--- src/rtl/mmu_fill_pkg.sv ---
package mmu_fill_pkg;
  typedef enum logic {SIDE_I = 1'b0, SIDE_D = 1'b1} side_e;

  localparam logic [7:0] SPACE_IREG  = 8'h10;
  localparam logic [7:0] SPACE_DREG  = 8'h11;
  localparam logic [7:0] SPACE_IAUTO = 8'h12;
  localparam logic [7:0] SPACE_ISLOT = 8'h13;
  localparam logic [7:0] SPACE_DAUTO = 8'h14;
  localparam logic [7:0] SPACE_DSLOT = 8'h15;

  localparam int OFS_TAG   = 48;   // 0x030
  localparam int OFS_PART  = 128;  // 0x080
  localparam int REAL_BIT  = 9;
  localparam int FMT_BIT   = 10;
  localparam int IDX_LSB   = 3;
endpackage

--- src/rtl/mmu_req_decode.sv ---
module mmu_req_decode
  import mmu_fill_pkg::*;
#(
  parameter int OFS_W = 12
) (
  input  logic             valid,
  input  logic             write,
  input  logic [7:0]       space,
  input  logic [OFS_W-1:0] offset,
  output logic             sel_tag_i,
  output logic             sel_tag_d,
  output logic             sel_part,
  output logic             fill,
  output logic             fill_side,
  output logic             fill_expl,
  output logic             bad
);
  localparam logic [OFS_W-1:0] AUTO_OK = OFS_W'((1 << REAL_BIT) | (1 << FMT_BIT));
  localparam logic [OFS_W-1:0] O_TAG   = OFS_W'(OFS_TAG);
  localparam logic [OFS_W-1:0] O_PART  = OFS_W'(OFS_PART);

  always_comb begin
    sel_tag_i = 1'b0;
    sel_tag_d = 1'b0;
    sel_part  = 1'b0;
    fill      = 1'b0;
    fill_side = 1'b0;
    fill_expl = 1'b0;
    bad       = 1'b0;
    if (valid) begin
      case (space)
        SPACE_IREG: begin
          if (offset == O_TAG) sel_tag_i = 1'b1;
          else                 bad = 1'b1;
        end
        SPACE_DREG: begin
          if (offset == O_TAG)       sel_tag_d = 1'b1;
          else if (offset == O_PART) sel_part  = 1'b1;
          else                       bad = 1'b1;
        end
        SPACE_IAUTO, SPACE_DAUTO: begin
          fill_side = (space == SPACE_DAUTO);
          if (write && ((offset & ~AUTO_OK) == '0)) fill = 1'b1;
          else                                       bad  = 1'b1;
        end
        SPACE_ISLOT, SPACE_DSLOT: begin
          fill_side = (space == SPACE_DSLOT);
          fill_expl = 1'b1;
          if (write) fill = 1'b1;
          else       bad  = 1'b1;
        end
        default: bad = 1'b1;
      endcase
    end
  end
endmodule

--- src/rtl/mmu_tag_reg.sv ---
module mmu_tag_reg #(
  parameter int VA_W  = 64,
  parameter int CTX_W = 13
) (
  input  logic                  clk,
  input  logic                  rst,
  input  logic                  sw_we,
  input  logic [VA_W-1:0]       sw_data,
  input  logic                  miss_we,
  input  logic [VA_W-CTX_W-1:0] miss_page,
  input  logic [CTX_W-1:0]      miss_ctx,
  output logic [VA_W-1:0]       q
);
  always_ff @(posedge clk) begin
    if (rst)          q <= '0;
    else if (sw_we)   q <= sw_data;
    else if (miss_we) q <= {miss_page, miss_ctx};
  end

  p_miss_capture_r2: assert property (@(posedge clk) disable iff (rst)
    (miss_we && !sw_we) |=> (q == {$past(miss_page), $past(miss_ctx)}));

  p_sw_wins_r4: assert property (@(posedge clk) disable iff (rst)
    sw_we |=> (q == $past(sw_data)));
endmodule

--- src/rtl/mmu_insert_gen.sv ---
module mmu_insert_gen #(
  parameter int VA_W   = 64,
  parameter int CTX_W  = 13,
  parameter int PART_W = 8,
  parameter int IDX_W  = 6
) (
  input  logic                  clk,
  input  logic                  rst,
  input  logic                  fill,
  input  logic                  fill_side,
  input  logic                  fill_expl,
  input  logic                  real_bit,
  input  logic                  fmt_bit,
  input  logic [IDX_W-1:0]      slot,
  input  logic [VA_W-1:0]       wdata,
  input  logic [VA_W-1:0]       tag_i,
  input  logic [VA_W-1:0]       tag_d,
  input  logic [PART_W-1:0]     part,
  output logic                  ins_valid,
  output logic                  ins_side,
  output logic [VA_W-CTX_W-1:0] ins_vpage,
  output logic [CTX_W-1:0]      ins_ctx,
  output logic [PART_W-1:0]     ins_part,
  output logic                  ins_real,
  output logic                  ins_fmt,
  output logic                  ins_auto,
  output logic [IDX_W-1:0]      ins_index,
  output logic [VA_W-1:0]       ins_data
);
  logic [VA_W-1:0] tag_sel;
  assign tag_sel = fill_side ? tag_d : tag_i;

  always_ff @(posedge clk) begin
    if (rst) ins_valid <= 1'b0;
    else     ins_valid <= fill;
  end

  always_ff @(posedge clk) begin
    if (fill) begin
      ins_side  <= fill_side;
      ins_vpage <= tag_sel[VA_W-1:CTX_W];
      ins_ctx   <= tag_sel[CTX_W-1:0];
      ins_part  <= part;
      ins_real  <= real_bit;
      ins_fmt   <= fmt_bit;
      ins_auto  <= !fill_expl;
      ins_index <= fill_expl ? slot : '0;
      ins_data  <= wdata;
    end
  end

  p_ins_pulse_r9: assert property (@(posedge clk) disable iff (rst)
    fill |=> ins_valid);

  p_ins_quiet_r9: assert property (@(posedge clk) disable iff (rst)
    !fill |=> !ins_valid);

  p_ctl_bits_r7: assert property (@(posedge clk) disable iff (rst)
    fill |=> (ins_real == $past(real_bit)) && (ins_fmt == $past(fmt_bit)));
endmodule

--- src/rtl/mmu_fill_regs.sv ---
module mmu_fill_regs
  import mmu_fill_pkg::*;
#(
  parameter int VA_W   = 64,
  parameter int CTX_W  = 13,
  parameter int PART_W = 8,
  parameter int IDX_W  = 6,
  parameter int OFS_W  = 12
) (
  input  logic                  clk,
  input  logic                  rst,
  input  logic                  req_valid,
  input  logic                  req_write,
  input  logic [7:0]            req_space,
  input  logic [OFS_W-1:0]      req_offset,
  input  logic [VA_W-1:0]       req_wdata,
  output logic                  rsp_valid,
  output logic                  rsp_err,
  output logic [VA_W-1:0]       rsp_rdata,
  input  logic                  miss_valid,
  input  logic                  miss_side,
  input  logic [VA_W-1:0]       miss_vaddr,
  input  logic [CTX_W-1:0]      miss_ctx,
  output logic                  ins_valid,
  output logic                  ins_side,
  output logic [VA_W-CTX_W-1:0] ins_vpage,
  output logic [CTX_W-1:0]      ins_ctx,
  output logic [PART_W-1:0]     ins_part,
  output logic                  ins_real,
  output logic                  ins_fmt,
  output logic                  ins_auto,
  output logic [IDX_W-1:0]      ins_index,
  output logic [VA_W-1:0]       ins_data
);
  localparam int NSIDE = 2;

  logic sel_tag_i, sel_tag_d, sel_part, fill, fill_side, fill_expl, bad;

  mmu_req_decode #(.OFS_W(OFS_W)) u_dec (
    .valid     (req_valid),
    .write     (req_write),
    .space     (req_space),
    .offset    (req_offset),
    .sel_tag_i (sel_tag_i),
    .sel_tag_d (sel_tag_d),
    .sel_part  (sel_part),
    .fill      (fill),
    .fill_side (fill_side),
    .fill_expl (fill_expl),
    .bad       (bad)
  );

  logic [VA_W-1:0]  tag_q [NSIDE];
  logic [NSIDE-1:0] sw_we_v, miss_we_v;
  assign sw_we_v   = {sel_tag_d & req_write, sel_tag_i & req_write};
  assign miss_we_v = {miss_valid & miss_side, miss_valid & ~miss_side};

  for (genvar s = 0; s < NSIDE; s++) begin : g_side
    mmu_tag_reg #(.VA_W(VA_W), .CTX_W(CTX_W)) u_tag (
      .clk       (clk),
      .rst       (rst),
      .sw_we     (sw_we_v[s]),
      .sw_data   (req_wdata),
      .miss_we   (miss_we_v[s]),
      .miss_page (miss_vaddr[VA_W-1:CTX_W]),
      .miss_ctx  (miss_ctx),
      .q         (tag_q[s])
    );
  end

  logic [PART_W-1:0] part_q;
  always_ff @(posedge clk) begin
    if (rst)                        part_q <= '0;
    else if (sel_part && req_write) part_q <= req_wdata[PART_W-1:0];
  end

  logic [VA_W-1:0] rd_mux;
  always_comb begin
    rd_mux = '0;
    if (!req_write) begin
      if (sel_tag_i)      rd_mux = tag_q[0];
      else if (sel_tag_d) rd_mux = tag_q[1];
      else if (sel_part)  rd_mux = VA_W'(part_q);
    end
  end

  always_ff @(posedge clk) begin
    if (rst) begin
      rsp_valid <= 1'b0;
      rsp_err   <= 1'b0;
      rsp_rdata <= '0;
    end else begin
      rsp_valid <= req_valid;
      rsp_err   <= bad;
      rsp_rdata <= rd_mux;
    end
  end

  mmu_insert_gen #(.VA_W(VA_W), .CTX_W(CTX_W), .PART_W(PART_W), .IDX_W(IDX_W)) u_ins (
    .clk       (clk),
    .rst       (rst),
    .fill      (fill),
    .fill_side (fill_side),
    .fill_expl (fill_expl),
    .real_bit  (req_offset[REAL_BIT]),
    .fmt_bit   (req_offset[FMT_BIT]),
    .slot      (req_offset[IDX_LSB+IDX_W-1:IDX_LSB]),
    .wdata     (req_wdata),
    .tag_i     (tag_q[0]),
    .tag_d     (tag_q[1]),
    .part      (part_q),
    .ins_valid (ins_valid),
    .ins_side  (ins_side),
    .ins_vpage (ins_vpage),
    .ins_ctx   (ins_ctx),
    .ins_part  (ins_part),
    .ins_real  (ins_real),
    .ins_fmt   (ins_fmt),
    .ins_auto  (ins_auto),
    .ins_index (ins_index),
    .ins_data  (ins_data)
  );

  p_rsp_follow_r11: assert property (@(posedge clk) disable iff (rst)
    req_valid |=> rsp_valid);

  p_rsp_only_r11: assert property (@(posedge clk) disable iff (rst)
    !req_valid |=> !rsp_valid);

  p_err_no_ins_r10: assert property (@(posedge clk) disable iff (rst)
    rsp_err |-> !ins_valid);

  p_err_part_r10: assert property (@(posedge clk) disable iff (rst)
    bad |=> $stable(part_q));

  p_ins_from_write_r9: assert property (@(posedge clk) disable iff (rst)
    ins_valid |-> (rsp_valid && !rsp_err));
endmodule

--- config.mk ---
export PLATFORM = sky130hd
export DESIGN_NAME = mmu_fill_regs
export DESIGN_NICKNAME = d
export VERILOG_FILES = /design/src/rtl/mmu_fill_pkg.sv /design/src/rtl/mmu_req_decode.sv /design/src/rtl/mmu_tag_reg.sv /design/src/rtl/mmu_insert_gen.sv /design/src/rtl/mmu_fill_regs.sv
export SDC_FILE = /design/constraint.sdc
export NUM_CORES = 1
export LEC_CHECK = 0
export ABC_AREA = 0
export BUFFER_PORTS_ARGS = -buffer_cell sky130_fd_sc_hd__buf_4
export CAP_MARGIN = 10
export CORE_ASPECT_RATIO = 1.25
export CORE_MARGIN = 2
export CORE_UTILIZATION = 34
export DETAILED_ROUTE_END_ITERATION = 8
export GPL_ROUTABILITY_DRIVEN = 0
export GPL_TIMING_DRIVEN = 0
export PLACE_DENSITY_LB_ADDON = 0.15
export SLEW_MARGIN = 20
export SYNTH_ARGS = -nofsm -noshare
export SYNTH_HDL_FRONTEND = slang
export SYNTH_SLANG_ARGS = --single-unit
--- constraint.sdc ---
create_clock -name clk -period 7.6 [get_ports clk]
set_clock_uncertainty 0.1 [all_clocks]
set_input_delay 0.38 -clock clk [delete_from_list [all_inputs] [get_ports clk]]
set_output_delay 0.38 -clock clk [all_outputs]
set_load 0.02 [all_outputs]
==> Word level (Yosys, flattened, before mapping) <==
Index checks and enable logic that the tools add are counted.
{ "word_totals": {"ff_bits": 349, "inputBits": 167, "output_inout_bits": 213, "word_cells": 71} }
{ "op_classes": {"eq_ne": 8, "muxes": 31, "bitwise": 6, "reduce_logical": 10} }
{ "op_table": {"columns": ["operator", "n"], "rows": [
  ["$mux 64", 7],
  ["$eq 8x5->1 const B", 6],
  ["$mux 1", 20],
  ["$eq 12x6->1 const B", 1],
  ["$eq 12x8->1 const B", 1],
  ["$logic_not 12->1", 1],
  ["$mux 8", 1],
  ["$reduce_or 2->1", 4],
  ["$and 1x1->1", 4],
  ["$pmux 1 s2", 2],
  ["$pmux 1 s4", 1],
  ["$reduce_bool 2->1", 2],
  ["$logic_and 1x1->1", 2],
  ["$not 1->1", 2],
  ["$logic_not 1->1", 1]
]} }

==> Logic depth before layout (Yosys ltp) <==
{ "depth": {"depth_word": 8, "ltp_mapped": 7, "depth_no_buf": 4} }

==> Modules after synthesis <==
A second synthesis with hierarchy kept.
{ "unflattened": {"cells_unflattened": 1162, "hier_area_um2": 14834.2} }
{ "by_module_without_submodules": {"columns": ["mod", "instances", "cells_per_inst", "area_each_um2", "seq_area_each_um2"], "rows": [
  ["mmu_tag_reg", 2, 284, 3045.4, 1281.2],
  ["mmu_insert_gen", 1, 226, 5529.1, 4404.2],
  ["mmu_fill_regs", 1, 339, 3011.6, 1481.4],
  ["mmu_req_decode", 1, 29, 202.7, 0.0]
]} }

==> Worst setup path before layout <==
No wires, ideal clock.
{ "synth_path": {"path_type": "input -> register", "start": "input port req_space[7]", "end": "register u_ins.ins_auto (enable)", "setup_time_ps": 523, "arrival_time_ps": 4510, "required_time_ps": 6977, "path_slack_ps": 2468, "cell_stages": 4, "n_path_buf": 0, "cell_sequence": "or3_1 nor3_1 and3b_1 and2_1"} }
{ "synth_between": {"elab_chain_len": 4, "word_cells_on_any_way": 8, "classes_between": "eq/ne (4); mux (2); reduce/logical (2)"} }
{ "synth_lines": {"columns": ["element", "line_no", "rtl"], "rows": [
  ["start: declaration", "mmu_fill_regs.sv:14", "input logic [7:0] req_space,"],
  ["$eq 8x5->1", "mmu_req_decode.sv:31", "case (space)"],
  ["$reduce_or 2->1", "mmu_req_decode.sv:31", null],
  ["$pmux 1 s2 *", "mmu_req_decode.sv:31", null],
  ["$mux 1 *", "mmu_req_decode.sv:30", "if (valid) begin"],
  ["net fill", "mmu_fill_regs.sv:37", "logic sel_tag_i, sel_tag_d, sel_part, fill, fill_side, fill_expl, bad;"],
  ["end signal: assignment", "mmu_insert_gen.sv:46", "ins_auto <= !fill_expl;"],
  ["end: declaration", "mmu_insert_gen.sv:26", "output logic ins_auto,"]
]} }
The timed path passes the listed nets; every way through them passes the cells marked *.
A chain may end at the register's enable or synchronous reset.

==> Final worst setup path <==
{ "layout_path": {"start": "input port req_offset[9]", "end": "register g_side[1].u_tag.q[29]"} }
{ "layout_between": {"elab_chain_len": 6, "word_cells_on_any_way": 7, "classes_between": "eq/ne (1); mux (4); bitwise (1); reduce/logical (1)"} }
{ "layout_lines": {"columns": ["element", "line_no", "rtl"], "rows": [
  ["start: declaration", "mmu_fill_regs.sv:15", "input logic [OFS_W-1:0] req_offset,"],
  ["$eq 12x6->1 *", "mmu_req_decode.sv:37", "if (offset == O_TAG) sel_tag_d = 1'b1;"],
  ["$mux 1 *", "mmu_req_decode.sv:37", null],
  ["$mux 1 *", "mmu_req_decode.sv:31", null],
  ["$mux 1 *", "mmu_req_decode.sv:30", null],
  ["$and 1x1->1 *", "mmu_fill_regs.sv:55", "assign sw_we_v = {sel_tag_d & req_write, sel_tag_i & req_write};"],
  ["$mux 64 or $reduce_bool 2->1 (tied branches)", null, null],
  ["end signal: assignment", "mmu_tag_reg.sv:16", "else if (sw_we) q <= sw_data;"],
  ["end signal: assignment", "mmu_tag_reg.sv:17", "else if (miss_we) q <= {miss_page, miss_ctx};"],
  ["end: declaration", "mmu_tag_reg.sv:12", "output logic [VA_W-1:0] q"]
]} }
Mark *: on every way between the ends. The rest lies on a longest branch, timed or not.

==> results.md <==
* Outcome: finished, final reports clean
* Top cells by count, synth: mux2i_1, dfxtp_1, edfxtp_1
* Syn Std Cell Area at between 10000 and 15000 sq um
* Seq cells post-synth at 349
* Setup TNS at 0 ns
* WP data required at 7.95 ns
* Drt wl/cell at 20.1 um
* Post-synth top area share at 29.5%
* Vias at 11000
* Fin crit share at between 30% and 40%
* Largest net degree at the start of global routing at between 40 and 50
* Area after DPL at approximately 18000 sq um
* FF+latch area at roughly 8400 sq um
* Core Area at 43200 sq um
* R2R Setup Slk at 6.54 ns
* Fin crit period at roughly 2.5 ns
* Measured slew at the worst slew-check pin at about 0.93 ns
* DRT iter0 DRCs at approximately 520
* Post-synth cell types at 40
* Die Wd at approximately 190 um
* PortBufs at 365
* Vias per cell at between 4 and 5
* CTS tree: yes
* Nets at between 1500 and 2000
* Final instance area at 20300 sq um
* Max FO, Critical Path at 10
* IR drop worst, VDD at roughly 0.15 mV
* First-pass GRT wire length at just under 70000 um
* P_leak at between 8 and 9 nW
* Worst Reg-to-Reg Cells at 3
* Worst r2r dst: g_side[0].u_tag.q[19]
* Vias in the first global route at between 10000 and 15000
* Relative slew slack at between 30 and 40%
* Share of post-route cells with drive strength above 1 at around a third
* Hold WS at slightly below 0.06 ns
* GRT Residual Overflow at 0
* Routed Antenna Nets at 0
* Slew Limit Fails at 0
* Row cnt at 85
* Primary FF master, synth: dfxtp_1
* Fmax at approximately 0.40 GHz
* Syn Nets at 1405
* Max_cap viols at 0
* CTS clk-pin slew, worst paths at 0.06 ns
* Area delta synth->final at 36.6%
* Ports at between 300 and 400
* RSZ-0062 raised after global routing: no
* Yosys top cell by area: edfxtp_1
* YS warnings at 0
* Count leader, synth: mux2i_1
* Hold Path Class: input pin to register
* Hold Startpoint: req_offset[4]
* Async set-reset flop share out of synthesis at 0%
* Initial antenna violation count at 3
* # clock sinks at approximately 350
* Syn_area_per_cell at 12.0 sq um
* Die ar. at ~45000 sq um
* WS Path Type: input pin to register
* Hold path depth at 2
* GRT Util Overall at roughly 20%
* Worst r2r src: g_side[0].u_tag.q[19]
* Final setup fails at 0
* Syn Inst Count at 1238
* DP Wirelength at around 33000 um
* CP startpoint kind: input pin
* Number of synthesized flops with an enable pin at 146
* Clock Path Buffers at 3
* Multi-input gate area at approximately 5900 sq um
* Seq/Total Area, Yosys at 56.8%
* Worst-Skew Late Latency at 0.53 ns
* Final Hold Vio Count at 0
* Initial core utilization at between 30% and 40%
* Die Ht at 238 um
* Power Dens Cells at just over 200 nW/um^2
* H-tree levels at 2
* TritonCTS Buffers at 37
* Fillers at just over 4000
* DRC viols at 0
* Synth area leaders: edfxtp_1, dfxtp_1, mux2i_1
* DR pass1 iterations at 4
* Hold path endpoint: u_ins.ins_index[1]
* CP endpoint kind: register
* Critical path arrival at approximately 2.8 ns
* Final wirelength at between 40000 and 50000 um
* Root buf cell: clkbuf_16
[power breakdown]
| part | total, mW | switching, mW | leakage, nW | internal, mW |
|---|---|---|---|---|
| sequential | 2.01 | 0.0234 | 3.01 | 1.98 |
| combinational | 0.328 | 0.159 | 4.76 | 0.170 |
| clock | 1.88 | 0.760 | 0.617 | 1.12 |
| total | 4.22 | 0.943 | 8.38 | 3.28 |
[per-layer routing]
metal / wire (um) / global-route usage, % / up-vias
met4: 934 / 5.10 / 2
met2: 23400 / 35.5 / 287
li1: - / - / 5320
met3: 2670 / 4.18 / 54
met5: 14 / 0 / -
met1: 19400 / 24.3 / 5294
[cells in the final DEF (no fill, tap or decap), types with 64 or more instances in the layout]
cell type      count
mux2i_1          248
nand3_1           76
nand2_1           76
or2_2             64
buf_4            371
edfxtp_1         146
dfxtp_1          203
a21o_1            64
dlygate4sd3_1     66
mux2_2            64
nand2b_1          66
[layout make-up]
cell class,count,share of cell area (%)
flip-flops and latches,349,41.6
repair buffers,434,17.1
plain buffers,87,2.41
inverters,12,0.222
clock inverters,18,0.930
diodes,2,0.0246
clock buffers,50,5.26
well taps,565,3.48
multi-input cells,790,29.0
[stage by stage]
| stage | instances | power (mW) | util, % | setup slack, ns |
|---|---|---|---|---|
| floorplan | 1238 | 2.20 | - | 2.47 |
| global placement | 2168 | 2.34 | 42.4 | 0.110 |
| detailed placement | 2171 | 2.35 | 42.6 | 4.70 |
| CTS | 2305 | 4.27 | 47.0 | 5.09 |
| global route | 2307 | 4.37 | 47.0 | 4.91 |
| finish | 2307 | 4.22 | 47.0 | 5.11 |
[timing repair]
item | in CTS | in global routing
hold endpoints to repair | 66 | 0
setup buffers | 0 | 0
hold buffers | 66 | 0
resized for setup | 0 | 0
[cell families after synthesis]
| group | Yosys count | synth area share [%] |
|---|---|---|
| flops | 349 | 56.8 |
| simple gates | 380 | 13.5 |
| buf+inv | 99 | 3.59 |
| mux | 312 | 21.5 |
| compound gates | 97 | 4.55 |
| xor+xnor | 1 | 0.0589 |
[registers in the layout, summed over array words and instances (netlist names), 6 cells and up]
name             count
rsp_rdata           64
part_q               8
u_ins.ins_ctx       13
u_ins.ins_data      64
u_ins.ins_index      6
g_side.u_tag.q     128
u_ins.ins_vpage     51
u_ins.ins_part       8
[critical path, stage by stage]
cell	delay (ns)
dlygate4sd3_1	0.54
buf_4	0.14
nor3_2	0.38
nand3_1	0.22
nor3_1	0.21
buf_2	0.41
buf_4	0.33
mux2i_1	0.22
[worst max-delay path by stage]
| stage | startpoint | end | cells past startpoint |
|---|---|---|---|
| 2_1_floorplan | req_space[7] | u_ins.ins_auto | 4 |
| 6_report | req_offset[9] | g_side[1].u_tag.q[29] | 8 |
| 4_1_cts | req_offset[9] | g_side[1].u_tag.q[41] | 8 |
| 5_1_grt | req_offset[9] | g_side[1].u_tag.q[41] | 8 |
| 3_5_place_dp | req_space[7] | u_ins.ins_data[40] | 7 |
| 3_3_place_gp | req_space[7] | u_ins.ins_data[40] | 5 |
Power figures use the tool's default switching activity.
